## src/rtl/pfws_pkg.sv

```systemverilog
package pfws_pkg;

  typedef enum logic [2:0] {
    ST_NORMAL,
    ST_PENDING,
    ST_PROTECT,
    ST_BACKUP,
    ST_RECOVER
  } seqState_t;

  typedef struct packed {
    logic clr;
    logic inc;
  } timerCmd_t;

endpackage

```

## src/rtl/pfws_sync.sv

```systemverilog
module pfws_sync #(
  parameter int STAGES = 2,
  parameter int WIDTH = 2,
  parameter logic [WIDTH-1:0] RESET_VAL = '0
) (
  input  logic             clk,
  input  logic             rstN,
  input  logic [WIDTH-1:0] rawIn,
  output logic [WIDTH-1:0] syncOut
);

  logic [WIDTH-1:0] pipe [STAGES];

  for (genvar s = 0; s < STAGES; s++) begin : g_stage
    if (s == 0) begin : g_first
      always_ff @(posedge clk or negedge rstN) begin
        if (!rstN) pipe[s] <= RESET_VAL;
        else       pipe[s] <= rawIn;
      end
    end else begin : g_next
      always_ff @(posedge clk or negedge rstN) begin
        if (!rstN) pipe[s] <= RESET_VAL;
        else       pipe[s] <= pipe[s-1];
      end
    end
  end

  assign syncOut = pipe[STAGES-1];

endmodule

```

## src/rtl/pfws_timer.sv

```systemverilog
module pfws_timer
  import pfws_pkg::*;
#(
  parameter int GRACE_CYCLES = 1000,
  parameter int RECOVER_CYCLES = 4000000
) (
  input  logic      clk,
  input  logic      rstN,
  input  timerCmd_t cmd,
  output logic      graceHit,
  output logic      recoverHit
);

  localparam int MAX_LEN = (GRACE_CYCLES > RECOVER_CYCLES) ? GRACE_CYCLES : RECOVER_CYCLES;
  localparam int CNT_W = $clog2(MAX_LEN + 1);
  localparam logic [CNT_W-1:0] GRACE_LAST = CNT_W'(GRACE_CYCLES - 1);
  localparam logic [CNT_W-1:0] RECOVER_LAST = CNT_W'(RECOVER_CYCLES - 1);

  logic [CNT_W-1:0] cnt;

  always_ff @(posedge clk or negedge rstN) begin
    if (!rstN)        cnt <= '0;
    else if (cmd.clr) cnt <= '0;
    else if (cmd.inc) cnt <= cnt + 1'b1;
  end

  assign graceHit = (cnt == GRACE_LAST);
  assign recoverHit = (cnt == RECOVER_LAST);


  timer_clear_chk: assert property (@(posedge clk) disable iff (!rstN)
    cmd.clr |=> cnt == '0);


  timer_step_chk: assert property (@(posedge clk) disable iff (!rstN)
    (cmd.inc && !cmd.clr) |=> cnt == $past(cnt) + 1'b1);

endmodule

```

## src/rtl/pfws_ctrl.sv

```systemverilog
module pfws_ctrl
  import pfws_pkg::*;
(
  input  logic      clk,
  input  logic      rstN,
  input  logic      supOk,
  input  logic      swOk,
  input  logic      accessActive,
  input  logic      graceHit,
  input  logic      recoverHit,
  output timerCmd_t cmd,
  output logic      protect,
  output logic      batterySel
);

  seqState_t state, nextState;

  always_comb begin
    nextState = state;
    unique case (state)
      ST_NORMAL: begin
        if (!swOk)       nextState = ST_BACKUP;
        else if (!supOk) nextState = accessActive ? ST_PENDING : ST_PROTECT;
      end
      ST_PENDING: begin
        if (!swOk)                         nextState = ST_BACKUP;
        else if (!accessActive || graceHit) nextState = ST_PROTECT;
      end
      ST_PROTECT: begin
        if (!swOk)      nextState = ST_BACKUP;
        else if (supOk) nextState = ST_RECOVER;
      end
      ST_BACKUP: begin
        if (swOk) nextState = supOk ? ST_RECOVER : ST_PROTECT;
      end
      ST_RECOVER: begin
        if (!swOk)           nextState = ST_BACKUP;
        else if (!supOk)     nextState = ST_PROTECT;
        else if (recoverHit) nextState = ST_NORMAL;
      end
      default: nextState = ST_PROTECT;
    endcase
  end

  always_comb begin
    cmd.clr = (nextState != state);
    cmd.inc = (state == ST_PENDING) || (state == ST_RECOVER);
  end

  always_ff @(posedge clk or negedge rstN) begin
    if (!rstN) begin
      state      <= ST_PROTECT;
      protect    <= 1'b1;
      batterySel <= 1'b0;
    end else begin
      state      <= nextState;
      protect    <= !((nextState == ST_NORMAL) || (nextState == ST_PENDING));
      batterySel <= (nextState == ST_BACKUP);
    end
  end


  leave_normal_chk: assert property (@(posedge clk) disable iff (!rstN)
    (state == ST_NORMAL && !supOk) |=> state != ST_NORMAL);


  grace_limit_chk: assert property (@(posedge clk) disable iff (!rstN)
    (state == ST_PENDING && graceHit) |=> protect);


  battery_on_chk: assert property (@(posedge clk) disable iff (!rstN)
    !swOk |=> batterySel);


  battery_protect_chk: assert property (@(posedge clk) disable iff (!rstN)
    batterySel |-> protect);


  release_chk: assert property (@(posedge clk) disable iff (!rstN)
    $fell(protect) |-> ($past(state) == ST_RECOVER && $past(recoverHit)));

endmodule

```

## src/rtl/pfws_top.sv

```systemverilog
module pfws_top
  import pfws_pkg::*;
#(
  parameter int SYNC_STAGES = 2,
  parameter int GRACE_CYCLES = 1000,
  parameter int RECOVER_CYCLES = 4000000
) (
  input  logic clk,
  input  logic rstN,
  input  logic supplyOkRaw,
  input  logic switchOkRaw,
  input  logic accessActive,
  output logic protect,
  output logic batterySel
);

  logic [1:0] flagsSync;
  logic       graceHit, recoverHit;
  timerCmd_t  cmd;

  // bit 1: switchover flag resets high (external supply assumed), bit 0: deselect flag resets low
  pfws_sync #(.STAGES(SYNC_STAGES), .WIDTH(2), .RESET_VAL(2'b10)) u_sync (
    .clk(clk), .rstN(rstN),
    .rawIn({switchOkRaw, supplyOkRaw}),
    .syncOut(flagsSync)
  );

  pfws_ctrl u_ctrl (
    .clk(clk), .rstN(rstN),
    .supOk(flagsSync[0]), .swOk(flagsSync[1]),
    .accessActive(accessActive),
    .graceHit(graceHit), .recoverHit(recoverHit),
    .cmd(cmd), .protect(protect), .batterySel(batterySel)
  );

  pfws_timer #(.GRACE_CYCLES(GRACE_CYCLES), .RECOVER_CYCLES(RECOVER_CYCLES)) u_timer (
    .clk(clk), .rstN(rstN), .cmd(cmd),
    .graceHit(graceHit), .recoverHit(recoverHit)
  );

endmodule

```

## config.mk

```make
export PLATFORM = sky130hd
export DESIGN_NAME = pfws_top
export DESIGN_NICKNAME = d
export VERILOG_FILES = /design/src/rtl/pfws_pkg.sv /design/src/rtl/pfws_sync.sv /design/src/rtl/pfws_timer.sv /design/src/rtl/pfws_ctrl.sv /design/src/rtl/pfws_top.sv
export SDC_FILE = /design/constraint.sdc
export NUM_CORES = 1
export LEC_CHECK = 0
export ABC_CLOCK_PERIOD_IN_PS = 2700
export BUFFER_PORTS_ARGS = -buffer_cell sky130_fd_sc_hd__buf_2
export CAP_MARGIN = 20
export CORE_MARGIN = 5
export CORE_UTILIZATION = 60
export CTS_CLUSTER_SIZE = 30
export DETAILED_ROUTE_END_ITERATION = 16
export GPL_TIMING_DRIVEN = 0
export PLACE_DENSITY = 0.75
export SLEW_MARGIN = 20
export SYNTH_ARGS = -nofsm -noshare
export SYNTH_HDL_FRONTEND = slang
export SYNTH_SLANG_ARGS = --single-unit
```

## constraint.sdc

```tcl
create_clock -name clk -period 2.7 [get_ports clk]
set_input_delay 0.135 -clock clk [delete_from_list [all_inputs] [get_ports clk]]
set_output_delay 0.135 -clock clk [all_outputs]
set_load 0.1 [all_outputs]
```

## Word level (Yosys, flattened, before mapping)

Index checks and enable logic that the tools add are counted.

- Register bits: 31
- Bits of input ports: 5
- Output and inout bits: 2
- Logic and storage cells: 39

- Equality and inequality tests: 9
- Add/sub/neg operators: 1
- Reduce and logical (&&, ||, !) cells: 8
- Mux-type cells: 15

Operators by type and width:

| kind | count |
|---|---|
| two-way mux 22 bit | 2 |
| two-way mux 3 bit | 11 |
| adder 22 x 1 -> 22 bit (second input constant) | 1 |
| equality test 22 x 10 -> 1 bit (second input constant) | 1 |
| equality test 22 bit (second input constant) | 1 |
| case mux 3 bit (5 select lines) | 1 |
| equality test 3 x 2 -> 1 bit (second input constant) | 3 |
| equality test 3 x 1 -> 1 bit (second input constant) | 2 |
| zero test 3 bit | 2 |
| equality test 3 bit (second input constant) | 1 |
| logical OR 1 bit | 3 |
| != test 3 bit | 1 |
| zero test 1 bit | 2 |
| two-way mux 2 bit | 1 |
| nonzero test 2 bit | 1 |

## Longest topological paths before layout

Gate-level depths: netlist (run 1).

- Depth in word-level cells: 8
- Mapped depth: 7
- Gate-level depth less buffers: 6

## Cells and area by module

A second synthesis (run 1) with hierarchy kept.

- Cells, all modules: 167
- Area total of the unflattened synthesis: 1645.3 µm²

Modules (own cells, without submodules):

| module | times used | cells an instance | seq. area each (µm²) | area an instance (µm²) |
|---|---|---|---|---|
| pfws_timer | 1 | 126 | 550.5 | 1224.9 |
| pfws_ctrl | 1 | 35 | 127.6 | 302.8 |
| pfws_sync | 1 | 6 | 102.6 | 117.6 |

## Least setup slack after synthesis (run 1)

No wires, ideal clock.

- Path type: flip-flop to flip-flop
- Start point: reg u_timer.cnt[0]
- End point: reg u_timer.cnt[0]
- Required time: 2.566 ns
- Buffers on the path: 1
- Clock period less this slack: 1.964 ns
- Arrival: 1.829 ns
- Stages on the path, launching flop included: 8
- Slack: 0.736 ns
- Setup time: 0.134 ns
- Cells stage by stage: dfrtp_1 > ha_1 > and2_1 > nand3_1 > o41a_1 > a31oi_1 > buf_2 > nor3_1

- Cells in the longest elaborated chain, start to end: 7
- Elaborated cells on any way between the ends: 14
- Those cells by class: add/sub: 1; eq/ne: 3; mux: 8; reduce/logical: 2

Ends and longest elaborated chain:

| what | RTL line | RTL |
|---|---|---|
| start, declared | pfws_timer.sv:19 | `logic [CNT_W-1:0] cnt;` |
| start signal, assigned | pfws_timer.sv:24 | `else if (cmd.inc) cnt <= cnt + 1'b1;` |
| equality test 22 bit / equality test 22 x 10 -> 1 bit (equally long branches) | pfws_timer.sv:28, pfws_timer.sv:27 |  |
| two-way mux 3 bit / logical OR 1 bit (equally long branches) | pfws_ctrl.sv:39, pfws_ctrl.sv:27 |  |
| two-way mux 3 bit (on tied branches) | pfws_ctrl.sv:38, pfws_ctrl.sv:27 |  |
| two-way mux 3 bit (on tied branches) | pfws_ctrl.sv:37, pfws_ctrl.sv:26 |  |
| case mux 3 bit (5 select lines) | pfws_ctrl.sv:20 | `unique case (state)` |
| != test 3 bit | pfws_ctrl.sv:46 | `cmd.clr = (nextState != state);` |
| two-way mux 22 bit / nonzero test 2 bit (equally long branches) | - |  |

Parallel ways exist; a longest one is shown, timed or not. The select of a mux whose other input is x is not followed.
A chain may end at the register's enable or synchronous reset.

## Final worst setup path (run 1)

- Start point: reg u_timer.cnt[0]
- End point: reg u_timer.cnt[3]

The elaborated chain is that of the path after synthesis.

==> results of run 1 <==
## cells in the mapped netlist, types with 2 or more instances
cell and n:
xnor2_1 11, buf_2 2, dfrtp_1 27, nand4b_1 2, nor3_1 24, nor2_1 6
xor2_1 9, o21ai_0 6, and4_1 3, and3_1 3, nand4_1 5, nor4_1 4
or3_1 2, clkbuf_1 5, nand3_1 8, dfstp_2 4, o21a_1 2, mux2i_1 2
a211oi_1 2, nand2_1 12
## stage by stage
stage / setup WS, ns / cell area (um2) / cells / util (%) / hold WS, ns
after floorplan: 0.736 / 1640 / 163 / - / -0.161
after global placement: 0.405 / 1710 / 200 / 63.6 / 0.201
after detailed placement: 0.372 / 1710 / 200 / 63.6 / 0.207
after CTS: 0.339 / 1780 / 210 / 66.4 / 0.265
after global routing: 0.160 / 1780 / 210 / 66.4 / 0.286
final: 0.293 / 1780 / 210 / 66.4 / 0.277
## cells by family (layout without fill, tap and decap cells)
family | count (synthesis) | in the layout | share of synthesized area, %
flops | 31 | 31 | 47.6
buf+inv | 9 | 25 | 2.29
compound gates | 19 | 19 | 8.31
fa+ha+maj | 1 | 1 | 0.763
xor+xnor | 20 | 20 | 10.7
mux | 2 | 2 | 1.22
simple gates | 81 | 81 | 29.1
## final timing paths
path	slack (ns)	cells past startpoint	end
setup / recovery	0.29	7	u_timer.cnt[3]
setup reg to reg	0.29	7	u_timer.cnt[3]
max in group asynchronous	1.91	2	u_sync.syncOut[0]
hold reg to reg	0.36	0	u_sync.syncOut[1]
hold / removal	0.28	3	u_ctrl.state[0]
min in group asynchronous	0.36	2	u_timer.cnt[8]
## cell type report
cell class | count | area (um2) | area share, %
Inverter | 1 | 3.75 | 0.210
Buffer | 8 | 33.8 | 1.89
Multi-Input combinational cell | 123 | 822 | 46.1
Tap cell | 31 | 38.8 | 2.17
Clock buffer | 7 | 45.0 | 2.52
Timing Repair Buffer | 9 | 60.1 | 3.37
Sequential cell | 31 | 781 | 43.8
## sequential cells by signal, indices dropped and copies added, names as in the netlist
name               cells
u_timer.cnt           22
u_sync.syncOut         2
u_ctrl.batterySel      1
u_ctrl.state           3
u_sync.pipe            2
u_ctrl.protect         1
## routing by layer
| layer | vias up | wire, um | track usage (%) |
|---|---|---|---|
| li1 | 635 | - | - |
| met1 | 634 | 1570 | 27.7 |
| met2 | 53 | 1650 | 30.3 |
| met3 | 7 | 217 | 6.31 |
| met4 | 0 | 66 | 9.81 |
| met5 | - | 0 | 0 |
## power by group through the flow
stage	combinational, uW	clock, uW	sequential (uW)
floorplan	64.2	0	515
global placement	112	0	497
detailed placement	115	0	499
CTS	119	251	490
global route	129	276	492
finish	118	243	490
## cell usage in the layout (no fill, tap or decap), types with 2 or more instances in the layout
cell type and instances:
o21a_1 2, xnor2_1 11, nand4b_1 2, nand2_1 12, xor2_1 9, and4_1 3
nor4_1 4, a211oi_1 2, nand4_1 5, buf_2 8, dfstp_2 4, nor3_1 24
and3_1 3, or3_1 2, dfrtp_1 27, clkbuf_1 7, nor2_1 6, o21ai_0 6
dlygate4sd3_1 3, mux2i_1 2, nand3_1 8, clkbuf_4 5
## worst max-delay path: cells and delay by family, from the launching register on
family,cells,cell delay (ns)
compound gates,2,0.91
simple gates,3,0.43
fa+ha+maj,1,0.23
flops,1,0.41
buf+inv,1,0.31
==> flow_summary.toml, run 1 <==
[status]
status = "finished, final reports clean"

[synthesis]
syn_avg_cell_area_um2 = 10.1
netlist.top_cell.by_area = "dfrtp_1"
netlist-cell-type-count = 44
synthCells = 163
synth.ff_latch_count = 31
ys.flop_type = "dfrtp_1"
ys_async_sr_fraction_pct = 100
ys_seq_area_share_pct = 47.6
syn_nets = 169
synth_enable_flop_cells = 0
synthTopCellsByArea = "dfrtp_1 (41%), nor3_1 (7.3%), dfstp_2 (6.4%), xnor2_1 (5.9%), xor2_1 (4.8%)"
mappedNetlistArea_mm2 = 0.00164
ys_warn_count = 0
yosysTopAreaCellShare_pct = 41.2

[worst_hold_path]
hp-start = "accessActive"
holdCritPathClass = "input pin to register"

[global_routing]
first_global_vias = 1372
grt_pass1_wl_mm = 6.38
grt_usage_pct = 20.6
grt_max_degree = 32
grt_overflow = 0
antenna_found_initial = 0

[clock_network]
ctsHtreeMaxLevel = 2
cts_buffers = 5
clkSinkCount = 31
clkLatencyLatePin_ns = 0.34
post_cts.repair.setup_buffers = 0
cts_root_buffer = "clkbuf_4"
cts_tree = "yes"
clk_pin_slew_ns = 0.08
hold_buffers = 3
clock_path_buffers = 2
cts_resized = 0

[finish]
final.fill_count = 213
antenna_cells = 0
nets = 185
drive_above_1_share_pct = 12.8
syn2layout_area_growth_pct = 8.77

[critical_path]
crit_fanout = 10
slowest_delay_ns = 0.49
required_ns = 2.90
worstPathArrival_ns = 2.61
crit_chain = "ha_1, and2_1, nand3_1, o41a_1, a31oi_1, buf_2, nor3_1"
crit_slowest_cell = "o41a_1"
crit_type = "register to register"
crit_path_end_kind = "register"
worstReg2RegStart = "u_timer.cnt[0]"
worstSetupStartpointType = "register"
startpoint = "u_timer.cnt[0]"

[timing]
rsz0062_at_grt = "no"
worstMarginPinSlew_ns = 0.693
fin_crit_sh_pct = 89.1
drv_slew = 0
setup_tns_ns = 0
fmax_mhz = 416
hold_viol = 0
finalSetupViolCount = 0
slew_headroom_pct = 53.7
fin_crit_ns = 2.41
skew_ns = 0.00870

[die]
io_pins = 7
initial_core_util_pct = 61.1
num_rows = 19
dieArea_mm2 = 0.00388
chipHeight_um = 62.3
die_w_um = 62.3
fp.coreArea_mm2 = 0.00269

[power_and_ir_drop]
p_total_uw = 852
cellPowerDensity_mw_per_mm2 = 477
sequentialPowerShare_pct = 57.5
p_int_uw = 608
switchingPower_uw = 243
vdd_drop_max_mv = 0.453
leakagePower_uw = 0.000699
p_clk_share_pct = 28.6
combPwrFrac_pct = 13.9
switching_share_pct = 28.6

[placed_design]
hpwl_mm = 2.47
port-buffer-count = 6
gp_congestion = 0.876

[detailed_routing]
antenna_left = 0
wirelength_mm = 3.51
drc_errors = 0
dr.pass1.iters = 4
num_vias = 1329
vias_per_cell = 6.33
avgRoutedWirePerCell_um = 16.7
dr.first_iter.drc_count = 73

[run]
maxCapViolations = 0
Note: power is estimated with default switching activity, not from simulation.
==> run 2: changes to the inputs <==
--- a/config.mk
+++ b/config.mk
@@ -14,6 +14,7 @@
 export DETAILED_ROUTE_END_ITERATION = 16
 export GPL_TIMING_DRIVEN = 0
 export PLACE_DENSITY = 0.75
+export REMOVE_ABC_BUFFERS = 1
 export SLEW_MARGIN = 20
 export SYNTH_ARGS = -nofsm -noshare
 export SYNTH_HDL_FRONTEND = slang
==> flow_summary.toml, run 2 (synthesis gave the netlist of run 1 again) <==
[status]
status = "finished, final reports clean"

[critical_path]
crit_fanout = 12
worstSetupStartpointType = "register"
crit_slowest_cell = "a31oi_2"
crit_path_end_kind = "register"
worstReg2RegStart = "u_timer.cnt[10]"
worstPathArrival_ns = 2.66
timing.rr.end = "u_timer.cnt[1]"
worst-r2r-setup-slack_ns = 0.20
reg2reg_depth = 6
crit_type = "register to register"
required_ns = 2.87
slowest_delay_ns = 0.56
crit_chain = "nor4_1, nand3_1, o41a_1, a31oi_2, buf_6, nor3_1"

[global_routing]
grt_overflow = 0
grt_max_degree = 32
antenna_found_initial = 0
grt_pass1_wl_mm = 5.89
grt_usage_pct = 18.7
first_global_vias = 1259

[timing]
rsz0062_at_grt = "no"
fin_crit_ns = 2.50
fin_crit_sh_pct = 92.4
drv_slew = 0
fmax_mhz = 401
slew_headroom_pct = 45.9
holdWs_ns = 0.294
finalSetupViolCount = 0
hold_viol = 0
skew_ns = 0.0179
worstMarginPinSlew_ns = 0.811

[finish]
fin_util_pct = 65.8
fin_area_mm2 = 0.00177
layout_common_cells = "dfrtp_1 (27), nor3_1 (24), nand2_1 (12), xnor2_1 (11), xor2_1 (9)"
final_common_cell = "dfrtp_1"
antenna_cells = 0
largest_reg_flops = 22
top_register = "u_timer.cnt"
nets = 178
drive_above_1_share_pct = 12.8
final_cell_count_no_fill = 203
syn2layout_area_growth_pct = 7.78
top_regs = "u_timer.cnt (22), u_ctrl.state (3)"

[die]
die_w_um = 62.3
io_pins = 7
chipHeight_um = 62.3
initial_core_util_pct = 61.1
dieArea_mm2 = 0.00388
fp.coreArea_mm2 = 0.00269
num_rows = 19

[clock_network]
ctsHtreeMaxLevel = 2
cts_root_buffer = "clkbuf_4"
cts_buffers = 5
clock_path_buffers = 2
post_cts.repair.setup_buffers = 0
clk_pin_slew_ns = 0.10
clkLatencyLatePin_ns = 0.33
cts_tree = "yes"
clkSinkCount = 31

[detailed_routing]
drc_errors = 0
wirelength_mm = 3.20
dr.first_iter.drc_count = 51
num_vias = 1251
antenna_left = 0
dr.pass1.iters = 4
avgRoutedWirePerCell_um = 15.8
vias_per_cell = 6.16

[placed_design]
port-buffer-count = 6
dp_cells = 193
gp_congestion = 0.798
dpl-instance-area_mm2 = 0.00169
hpwl_mm = 2.31

[worst_hold_path]
hold_depth = 3
holdCritPathClass = "input pin to register"
whs_endpoint = "u_ctrl.state[0]"
hp-start = "accessActive"

[power_and_ir_drop]
leakagePower_uw = 0.000688
vdd_drop_max_mv = 0.447
p_total_uw = 850
cellPowerDensity_mw_per_mm2 = 481

[run]
maxCapViolations = 0
-- run 2: changes by cell type in the layout (fill, tap and decap cells not counted) --
cell,change
clkbuf_1,-5
buf_2,-2
a31oi_1,-1
a31oi_2,+1
buf_6,+1
clkbuf_2,-1
-- run 2: repair_timing --
item	CTS	global route
resized for setup	0	0
endpoints found under the hold margin	29	0
hold buffers	3	0
-- run 2: worst max path at each step --
stage                          from        endpoint  slack [ns]
CTS                 u_timer.cnt[10]  u_timer.cnt[5]        0.18
finish              u_timer.cnt[10]  u_timer.cnt[1]        0.20
detailed placement  u_timer.cnt[10]  u_timer.cnt[5]        0.22
global route        u_timer.cnt[10]  u_timer.cnt[5]        0.06
floorplan            u_timer.cnt[0]  u_timer.cnt[0]        0.18
global placement    u_timer.cnt[10]  u_timer.cnt[0]       -0.45
-- run 2: metal layers --
metal	global-route usage, %	part of all wire, %	vias to the layer above
li1	-	-	619
met1	25.9	47	609
met2	28.0	48	20
met3	5.95	3.4	3
met4	5.57	1.2	0
met5	0	0	-
-- run 2: cell type report --
cell class,count,area [um2]
fill,225,918
multi-input combinational,123,828
sequential,31,781
timing repair buffer,10,71.3
clock buffer,7,45.0
tap,31,38.8
inverter,1,3.75
-- run 2: stage by stage --
stage | setup TNS (ns) | setup slack [ns]
2_1_floorplan | 0 | 0.182
3_3_place_gp | -9.70 | -0.454
3_5_place_dp | 0 | 0.218
4_1_cts | 0 | 0.183
5_1_grt | 0 | 0.0627
6_report | 0 | 0.204
-- run 2: where the power goes --
group          switching (uW)  total (uW)  internal, uW  leakage [uW]
clock network             144         242          98.0     0.0000254
logic                    80.7         113          32.2      0.000253
registers                16.5         495           478      0.000410
-- run 2: worst max-delay path, delay by kind of cell (launching register included) --
kind                   cells  cell delay, ns
and+or+nand+nor            3            0.59
buffers and inverters      1            0.24
AOI/OAI and AO/OA          2            1.06
DFF                        1            0.44
